**src/rtl/pp_pkg.sv**
```systemverilog
package pp_pkg;

    typedef enum logic [2:0] {
        ST_IDLE,
        ST_CMD,
        ST_ADDR,
        ST_DATA,
        ST_REJECT
    } pp_state_e;

    localparam logic [7:0] PP_READ_OPCODE = 8'h53;

endpackage

```
**src/rtl/pp_sync.sv**
```systemverilog
module pp_sync #(
    parameter int              WIDTH   = 3,
    parameter int              STAGES  = 2,
    parameter logic [WIDTH-1:0] RST_VAL = '0
) (
    input  logic             clk,
    input  logic             rst_n,
    input  logic [WIDTH-1:0] d_i,
    output logic [WIDTH-1:0] q_o
);

    logic [WIDTH-1:0] stage_q [STAGES];
    logic [WIDTH-1:0] stage_d [STAGES];

    generate
        for (genvar s = 0; s < STAGES; s++) begin : g_stage
            if (s == 0) begin : g_first
                assign stage_d[s] = d_i;
            end else begin : g_next
                assign stage_d[s] = stage_q[s-1];
            end

            always_ff @(posedge clk) begin
                if (!rst_n) stage_q[s] <= RST_VAL;
                else        stage_q[s] <= stage_d[s];
            end
        end
    endgenerate

    assign q_o = stage_q[STAGES-1];

endmodule

```
**src/rtl/pp_page_mem.sv**
```systemverilog
module pp_page_mem #(
    parameter int AW = 8,
    parameter int DW = 8
) (
    input  logic          clk,
    input  logic          rst_n,
    input  logic          wr_en,
    input  logic [AW-1:0] wr_addr,
    input  logic [DW-1:0] wr_data,
    input  logic [AW-1:0] rd_addr,
    output logic [DW-1:0] rd_data
);

    localparam int DEPTH = 1 << AW;

    logic [DW-1:0] mem_q [DEPTH];

    always_ff @(posedge clk) begin
        if (wr_en) mem_q[wr_addr] <= wr_data;
    end

    assign rd_data = mem_q[rd_addr];

    // a back-door write lands in the addressed byte
    a_r9_backdoor_write: assert property (@(posedge clk) disable iff (!rst_n)
        wr_en |=> (mem_q[$past(wr_addr)] == $past(wr_data)));

endmodule

```
**src/rtl/pp_read_fsm.sv**
```systemverilog
module pp_read_fsm
    import pp_pkg::*;
#(
    parameter int             CMD_BITS  = 8,
    parameter int             ADDR_BITS = 24,
    parameter int             PAGE_AW   = 8,
    parameter int             DW        = 8,
    parameter logic [CMD_BITS-1:0] OPCODE = PP_READ_OPCODE
) (
    input  logic               clk,
    input  logic               rst_n,
    input  logic               sck_s,
    input  logic               cs_n_s,
    input  logic               si_s,
    input  logic               busy_i,
    input  logic [DW-1:0]      rd_data,
    output logic [PAGE_AW-1:0] rd_addr,
    output logic               so_o,
    output logic               so_oe_o
);

    localparam int CNT_MAX = (ADDR_BITS > CMD_BITS) ? ADDR_BITS : CMD_BITS;
    localparam int CNT_W   = $clog2(CNT_MAX);
    localparam int BI_W    = (DW > 1) ? $clog2(DW) : 1;

    typedef struct packed {
        pp_state_e             state;
        logic [CNT_W-1:0]      cnt;
        logic [CMD_BITS-1:0]   op;
        logic [PAGE_AW-1:0]    addr;
        logic [BI_W-1:0]       bitidx;
        logic                  sck_prev;
        logic                  so;
        logic                  oe;
    } fsm_t;

    fsm_t r_q, r_d;
    logic sck_rise, sck_fall;
    logic [CMD_BITS-1:0] op_full;

    assign sck_rise = sck_s & ~r_q.sck_prev;
    assign sck_fall = ~sck_s & r_q.sck_prev;
    assign op_full  = {r_q.op[CMD_BITS-2:0], si_s};

    always_comb begin
        r_d          = r_q;
        r_d.sck_prev = sck_s;
        if (cs_n_s) begin
            r_d.state  = ST_IDLE;
            r_d.cnt    = '0;
            r_d.so     = 1'b0;
            r_d.oe     = 1'b0;
            r_d.bitidx = BI_W'(DW-1);
        end else begin
            unique case (r_q.state)
                ST_IDLE: begin
                    r_d.state = ST_CMD;
                    r_d.cnt   = '0;
                end
                ST_CMD: begin
                    if (sck_rise) begin
                        r_d.op = op_full;
                        if (r_q.cnt == CNT_W'(CMD_BITS-1)) begin
                            r_d.cnt   = '0;
                            r_d.state = (op_full == OPCODE && !busy_i) ? ST_ADDR : ST_REJECT;
                        end else begin
                            r_d.cnt = r_q.cnt + 1'b1;
                        end
                    end
                end
                ST_ADDR: begin
                    if (sck_rise) begin
                        r_d.addr = {r_q.addr[PAGE_AW-2:0], si_s};
                        if (r_q.cnt == CNT_W'(ADDR_BITS-1)) begin
                            r_d.cnt    = '0;
                            r_d.state  = ST_DATA;
                            r_d.bitidx = BI_W'(DW-1);
                        end else begin
                            r_d.cnt = r_q.cnt + 1'b1;
                        end
                    end
                end
                ST_DATA: begin
                    if (sck_fall) begin
                        r_d.so = rd_data[r_q.bitidx];
                        r_d.oe = 1'b1;
                        if (r_q.bitidx == '0) begin
                            r_d.bitidx = BI_W'(DW-1);
                            r_d.addr   = r_q.addr + 1'b1;
                        end else begin
                            r_d.bitidx = r_q.bitidx - 1'b1;
                        end
                    end
                end
                ST_REJECT: begin
                    r_d.oe = 1'b0;
                end
                default: r_d.state = ST_IDLE;
            endcase
        end
    end

    always_ff @(posedge clk) begin
        if (!rst_n) begin
            r_q.state    <= ST_IDLE;
            r_q.cnt      <= '0;
            r_q.op       <= '0;
            r_q.addr     <= '0;
            r_q.bitidx   <= BI_W'(DW-1);
            r_q.sck_prev <= 1'b0;
            r_q.so       <= 1'b0;
            r_q.oe       <= 1'b0;
        end else begin
            r_q <= r_d;
        end
    end

    assign rd_addr = r_q.addr;
    assign so_o    = r_q.so;
    assign so_oe_o = r_q.oe;

    // chip select high releases the data line on the next clock
    a_r7_cs_release: assert property (@(posedge clk) disable iff (!rst_n)
        cs_n_s |=> !so_oe_o);

    // a rejected command never drives the line
    a_r8_reject_quiet: assert property (@(posedge clk) disable iff (!rst_n)
        (r_q.state == ST_REJECT) |-> !so_oe_o);

    // a wrong opcode leads to the rejecting state
    a_r2_wrong_opcode: assert property (@(posedge clk) disable iff (!rst_n)
        (!cs_n_s && sck_rise && r_q.state == ST_CMD &&
         r_q.cnt == CNT_W'(CMD_BITS-1) && op_full != OPCODE) |=> (r_q.state == ST_REJECT));

    // output enable only during the data phase
    a_r4_oe_in_data: assert property (@(posedge clk) disable iff (!rst_n)
        so_oe_o |-> (r_q.state == ST_DATA));

    // data bit changes only on a falling SPI clock edge
    a_r4_so_holds: assert property (@(posedge clk) disable iff (!rst_n)
        (!cs_n_s && !sck_fall && r_q.state == ST_DATA) |=> $stable(so_o));

    // byte pointer steps by one after the last bit of a byte
    a_r5_increment: assert property (@(posedge clk) disable iff (!rst_n)
        (!cs_n_s && sck_fall && r_q.state == ST_DATA && r_q.bitidx == '0)
        |=> (rd_addr == $past(rd_addr) + 1'b1));

    // pointer wraps from the top byte to byte zero
    a_r6_wrap: assert property (@(posedge clk) disable iff (!rst_n)
        (!cs_n_s && sck_fall && r_q.state == ST_DATA && r_q.bitidx == '0 && rd_addr == '1)
        |=> (rd_addr == '0));

endmodule

```
**src/rtl/ppage_read_engine.sv**
```systemverilog
module ppage_read_engine #(
    parameter int CMD_BITS    = 8,
    parameter int ADDR_BITS   = 24,
    parameter int PAGE_AW     = 8,
    parameter int DW          = 8,
    parameter int SYNC_STAGES = 2
) (
    input  logic               clk,
    input  logic               rst_n,
    input  logic               spi_sck,
    input  logic               spi_cs_n,
    input  logic               spi_si,
    output logic               spi_so,
    output logic               spi_so_oe,
    input  logic               busy_i,
    input  logic               pg_wr_en,
    input  logic [PAGE_AW-1:0] pg_wr_addr,
    input  logic [DW-1:0]      pg_wr_data
);

    localparam int NSYNC = 3;

    logic [NSYNC-1:0]   pins_s;
    logic [PAGE_AW-1:0] rd_addr;
    logic [DW-1:0]      rd_data;

    pp_sync #(
        .WIDTH   (NSYNC),
        .STAGES  (SYNC_STAGES),
        .RST_VAL (3'b010)
    ) u_sync (
        .clk   (clk),
        .rst_n (rst_n),
        .d_i   ({spi_si, spi_cs_n, spi_sck}),
        .q_o   (pins_s)
    );

    pp_page_mem #(
        .AW (PAGE_AW),
        .DW (DW)
    ) u_mem (
        .clk     (clk),
        .rst_n   (rst_n),
        .wr_en   (pg_wr_en),
        .wr_addr (pg_wr_addr),
        .wr_data (pg_wr_data),
        .rd_addr (rd_addr),
        .rd_data (rd_data)
    );

    pp_read_fsm #(
        .CMD_BITS  (CMD_BITS),
        .ADDR_BITS (ADDR_BITS),
        .PAGE_AW   (PAGE_AW),
        .DW        (DW)
    ) u_fsm (
        .clk     (clk),
        .rst_n   (rst_n),
        .sck_s   (pins_s[0]),
        .cs_n_s  (pins_s[1]),
        .si_s    (pins_s[2]),
        .busy_i  (busy_i),
        .rd_data (rd_data),
        .rd_addr (rd_addr),
        .so_o    (spi_so),
        .so_oe_o (spi_so_oe)
    );

    // released data line right after reset
    a_r1_reset_idle: assert property (@(posedge clk)
        $fell(rst_n) |=> (!spi_so_oe && !spi_so));

endmodule

```
**config.mk**
```make
export PLATFORM = sky130hd
export DESIGN_NAME = ppage_read_engine
export DESIGN_NICKNAME = d
export VERILOG_FILES = /design/src/rtl/pp_pkg.sv /design/src/rtl/pp_sync.sv /design/src/rtl/pp_page_mem.sv /design/src/rtl/pp_read_fsm.sv /design/src/rtl/ppage_read_engine.sv
export SDC_FILE = /design/constraint.sdc
export NUM_CORES = 2
export LEC_CHECK = 0
export ABC_AREA = 1
export BUFFER_PORTS_ARGS = -buffer_cell sky130_fd_sc_hd__buf_2
export CAP_MARGIN = 10
export CORE_AREA = 2 2 416 418
export DETAILED_ROUTE_END_ITERATION = 7
export DIE_AREA = 0 0 418 420
export GPL_ROUTABILITY_DRIVEN = 0
export PLACE_DENSITY = 0.66
export SKIP_CTS_REPAIR_TIMING = 1
export SYNTH_ARGS = -nofsm -noshare
export SYNTH_HDL_FRONTEND = slang
export SYNTH_HIERARCHICAL = 1
export SYNTH_SLANG_ARGS = --single-unit
```
**constraint.sdc**
```tcl
create_clock -name clk -period 3.6 [get_ports clk]
set_input_delay 0.36 -clock clk [delete_from_list [all_inputs] [get_ports clk]]
set_output_delay 0.36 -clock clk [all_outputs]
set_load 0.01 [all_outputs]
```
==> metrics.cfg <==
[outcome]
status=finished, final reports clean

[routing]
num_vias=56919
drt-pass1-iter-count=8
postRouteAntennaNets=0
wl_per_cell_microns=23.7
drt-vias-per-instance=5.88
drc_errors=0
drtIter0Drc=7390
routed_wl_microns=229000

[hold_path]
hold_path_class=in2reg
hp-start=busy_i

[placed_design]
pre_cts_slack_ns=0.466
port-buffer-count=24
post-dp-hpwl_microns=131000

[yosys]
synth_edf_count=2048
synth_ff_type=edfxtp_1
synth_cell_type_count=33
synth_common_cells=nand2_1 (2205), edfxtp_1 (2048), nand3_1 (2038), nor2_1 (321), buf_2 (268)
ys_top_cells_by_area=edfxtp_1 (72%), nand3_1 (12%), nand2_1 (9.7%), buf_2 (1.6%), nor2_1 (1.4%)
synth_top_area_cell=edfxtp_1
avgSynthCellArea_sq_um=11.7
synth-seq-cells=2083
synth-seq-area-share=0.730
yosys.cell_count.top_type=nand2_1
syn_nets=7311
async_reset_ff_frac=0
syn_area_sq_um=85200
synth_top_area_share=0.722
syn_inst=7284
ys.warnings.count=6

[cells_and_area]
multiInputGateArea_sq_um=20200
drive_gt1_frac=0.0789
syn_to_final_growth_pct=11.7
fin_util=0.556
fill_cells=13814
nets=7289
regArea_sq_um=62200

[clock_network]
clkSlewWorstSetupHoldPaths_ns=0.06
cts_tree=yes
cts_root_buffer=clkbuf_16
cts_sinks=2083
clock_path_buffers=3
ctsHtreeMaxLevel=4
cts_buffers=208
clk_latency_ns=0.87

[global_routing]
grt_pass1_vias=53906
grt_pass1_wl_microns=341000
track_usage=0.259
grt_max_degree=142
antenna_found_initial=5
grt_overflow=0

[timing]
setup_slack_ns=0.354
fin_crit_sh=0.902
relSlewSlack=0.365
setup_viol=0
rsz0062_at_grt=no
slew_viol_final=0
hold_slack_ns=0.0200
fin_skew_ns=0.0728
worst_pin_slew_ns=0.949
final-hold-violation-count=0
fmax_mhz=308
fin_crit_ns=3.25
setup_tns_ns=0

[setup_path]
worst-path-buf-inv=2
cp_slowest_cell=dfxtp_4
r2r-start=u_fsm/rd_addr[0]$_SDFFE_PN0P_
critPathMaxFanout=93
critPathMostFrequentCell=nand3_1
worstPathArrival_ns=4.02
startpoint=u_fsm/rd_addr[0]$_SDFFE_PN0P_
required_ns=4.37
critPathTopFamily=simple AND/OR/NAND/NOR gates
cpPeakStageDelay_ns=0.41
path_cells=inv_16, buf_12, nand2_1, nand3_1, nand3_1, nand3_1, nand3_1, nand3_1, nand3_1, nand2_1, nand2_1, nand2_1, nor2_1, nor2_1, o21ai_0, nand3_1, nand3_1, a21oi_1
critPathLaunchType=flip-flop
path_class=reg2reg
cp-end-kind=flip-flop

[power]
total_power_mw=49.0
power_density_nw_per_um2=515
p_leak_nw=32.9
irDropWorstVdd_uv=444

[floorplanning]
rows=152
die-area_sq_um=176000
dieWidth_microns=418
top_level_ports=25
die_h_microns=420
start_util=0.498
coreArea_sq_um=171000

[run]
max_cap_violations=0

[where the power goes]
| group | internal [mW] | switching, mW |
|---|---|---|
| sequential | 26.7 | 0.0160 |
| combinational | 0.117 | 0.649 |
| clock | 12.2 | 9.34 |
| total | 39.0 | 10.0 |
[layer usage]
layer,vias up,track usage,wire [microns],share of wire
met5,-,0,12,0.000052
met4,2,0.103,9090,0.040
met3,451,0.0530,23000,0.10
met2,2915,0.399,105000,0.46
met1,27851,0.362,91800,0.40
li1,25700,-,-,-
[cells in the final DEF (no fill, tap or decap), types with 2 or more instances in the layout]
| master | n |
|---|---|
| clkinvlp_4 | 5 |
| buf_4 | 166 |
| clkinv_16 | 9 |
| clkinv_1 | 45 |
| buf_12 | 65 |
| nor2_1 | 321 |
| nor3_1 | 3 |
| clkbuf_16 | 208 |
| edfxtp_1 | 2048 |
| or2_2 | 2 |
| buf_8 | 8 |
| dlygate4sd3_1 | 7 |
| nor2_4 | 4 |
| nand2_1 | 2203 |
| dfxtp_4 | 4 |
| o211ai_1 | 3 |
| inv_6 | 2 |
| inv_16 | 5 |
| buf_2 | 16 |
| inv_8 | 2 |
| o21ai_0 | 18 |
| inv_1 | 62 |
| dfxtp_1 | 29 |
| nand2_2 | 5 |
| o21ai_1 | 3 |
| dfxtp_2 | 2 |
| clkinv_2 | 43 |
| clkbuf_1 | 51 |
| nand3_2 | 4 |
| bufinv_16 | 20 |
| nand3_1 | 2038 |
| a21oi_1 | 17 |
| ha_1 | 4 |
| inv_2 | 7 |
[stage by stage]
stage / area, sq um / std cells
2_1_floorplan: 85200 / 7284
5_1_grt: 95100 / 9675
6_report: 95100 / 9675
3_3_place_gp: 88200 / 9278
4_1_cts: 95100 / 9667
3_5_place_dp: 88200 / 9278
[cell type report]
cell class,count,area share
diodes,1,0.0000263
repair buffers,262,0.0296
flip-flops and latches,2083,0.654
clock inverters,129,0.0148
multi-input cells,4634,0.212
clock buffers,260,0.0569
well taps,2233,0.0294
inverters,73,0.00324
[cells by family (layout without fill, tap and decap cells)]
logic type | after synthesis | count (layout) | synth area share
AND/OR/NAND/NOR | 4586 | 4586 | 0.233
flip-flops | 2083 | 2083 | 0.730
buffers and inverters | 567 | 724 | 0.0330
AO/OA/AOI/OAI | 43 | 43 | 0.00282
adder cells (fa/ha/maj) | 4 | 4 | 0.000587
XOR/XNOR | 1 | 1 | 0.000103
other | 0 | 1 | 0
[worst register-to-register path, stage by stage, from the launching register on]
cell and delay (ns):
dfxtp_4 0.41, inv_16 0.37, buf_12 0.41, nand2_1 0.18
nand3_1 0.09, nand3_1 0.08, nand3_1 0.18, nand3_1 0.24
nand3_1 0.32, nand3_1 0.15, nand2_1 0.10, nand2_1 0.08
nand2_1 0.07, nor2_1 0.04, nor2_1 0.08, o21ai_0 0.08
nand3_1 0.08, nand3_1 0.07, a21oi_1 0.12
[flip-flops by register name, summed over array words and instances, names as in the netlist]
signal,cells
u_fsm/rd_addr,8
u_fsm/so_o,1
u_mem/mem_q,2048
u_sync/stage_q,6
u_fsm/op_full,7
u_fsm/r_q,12
u_fsm/so_oe_o,1
[final timing paths]
path | to | slack [ns] | depth (start not counted)
setup / recovery | u_fsm/so_o$_SDFFE_PP0P_ | 0.35 | 18
hold / removal | u_fsm/r_q[28]$_SDFFE_PP0P_ | 0.02 | 8
setup reg to reg | u_fsm/so_o$_SDFFE_PP0P_ | 0.35 | 18
hold reg to reg | u_sync/stage_q[1][1]$_SDFF_PN1_ | 0.42 | 2
No activity file was read; power rests on OpenSTA's default activity.
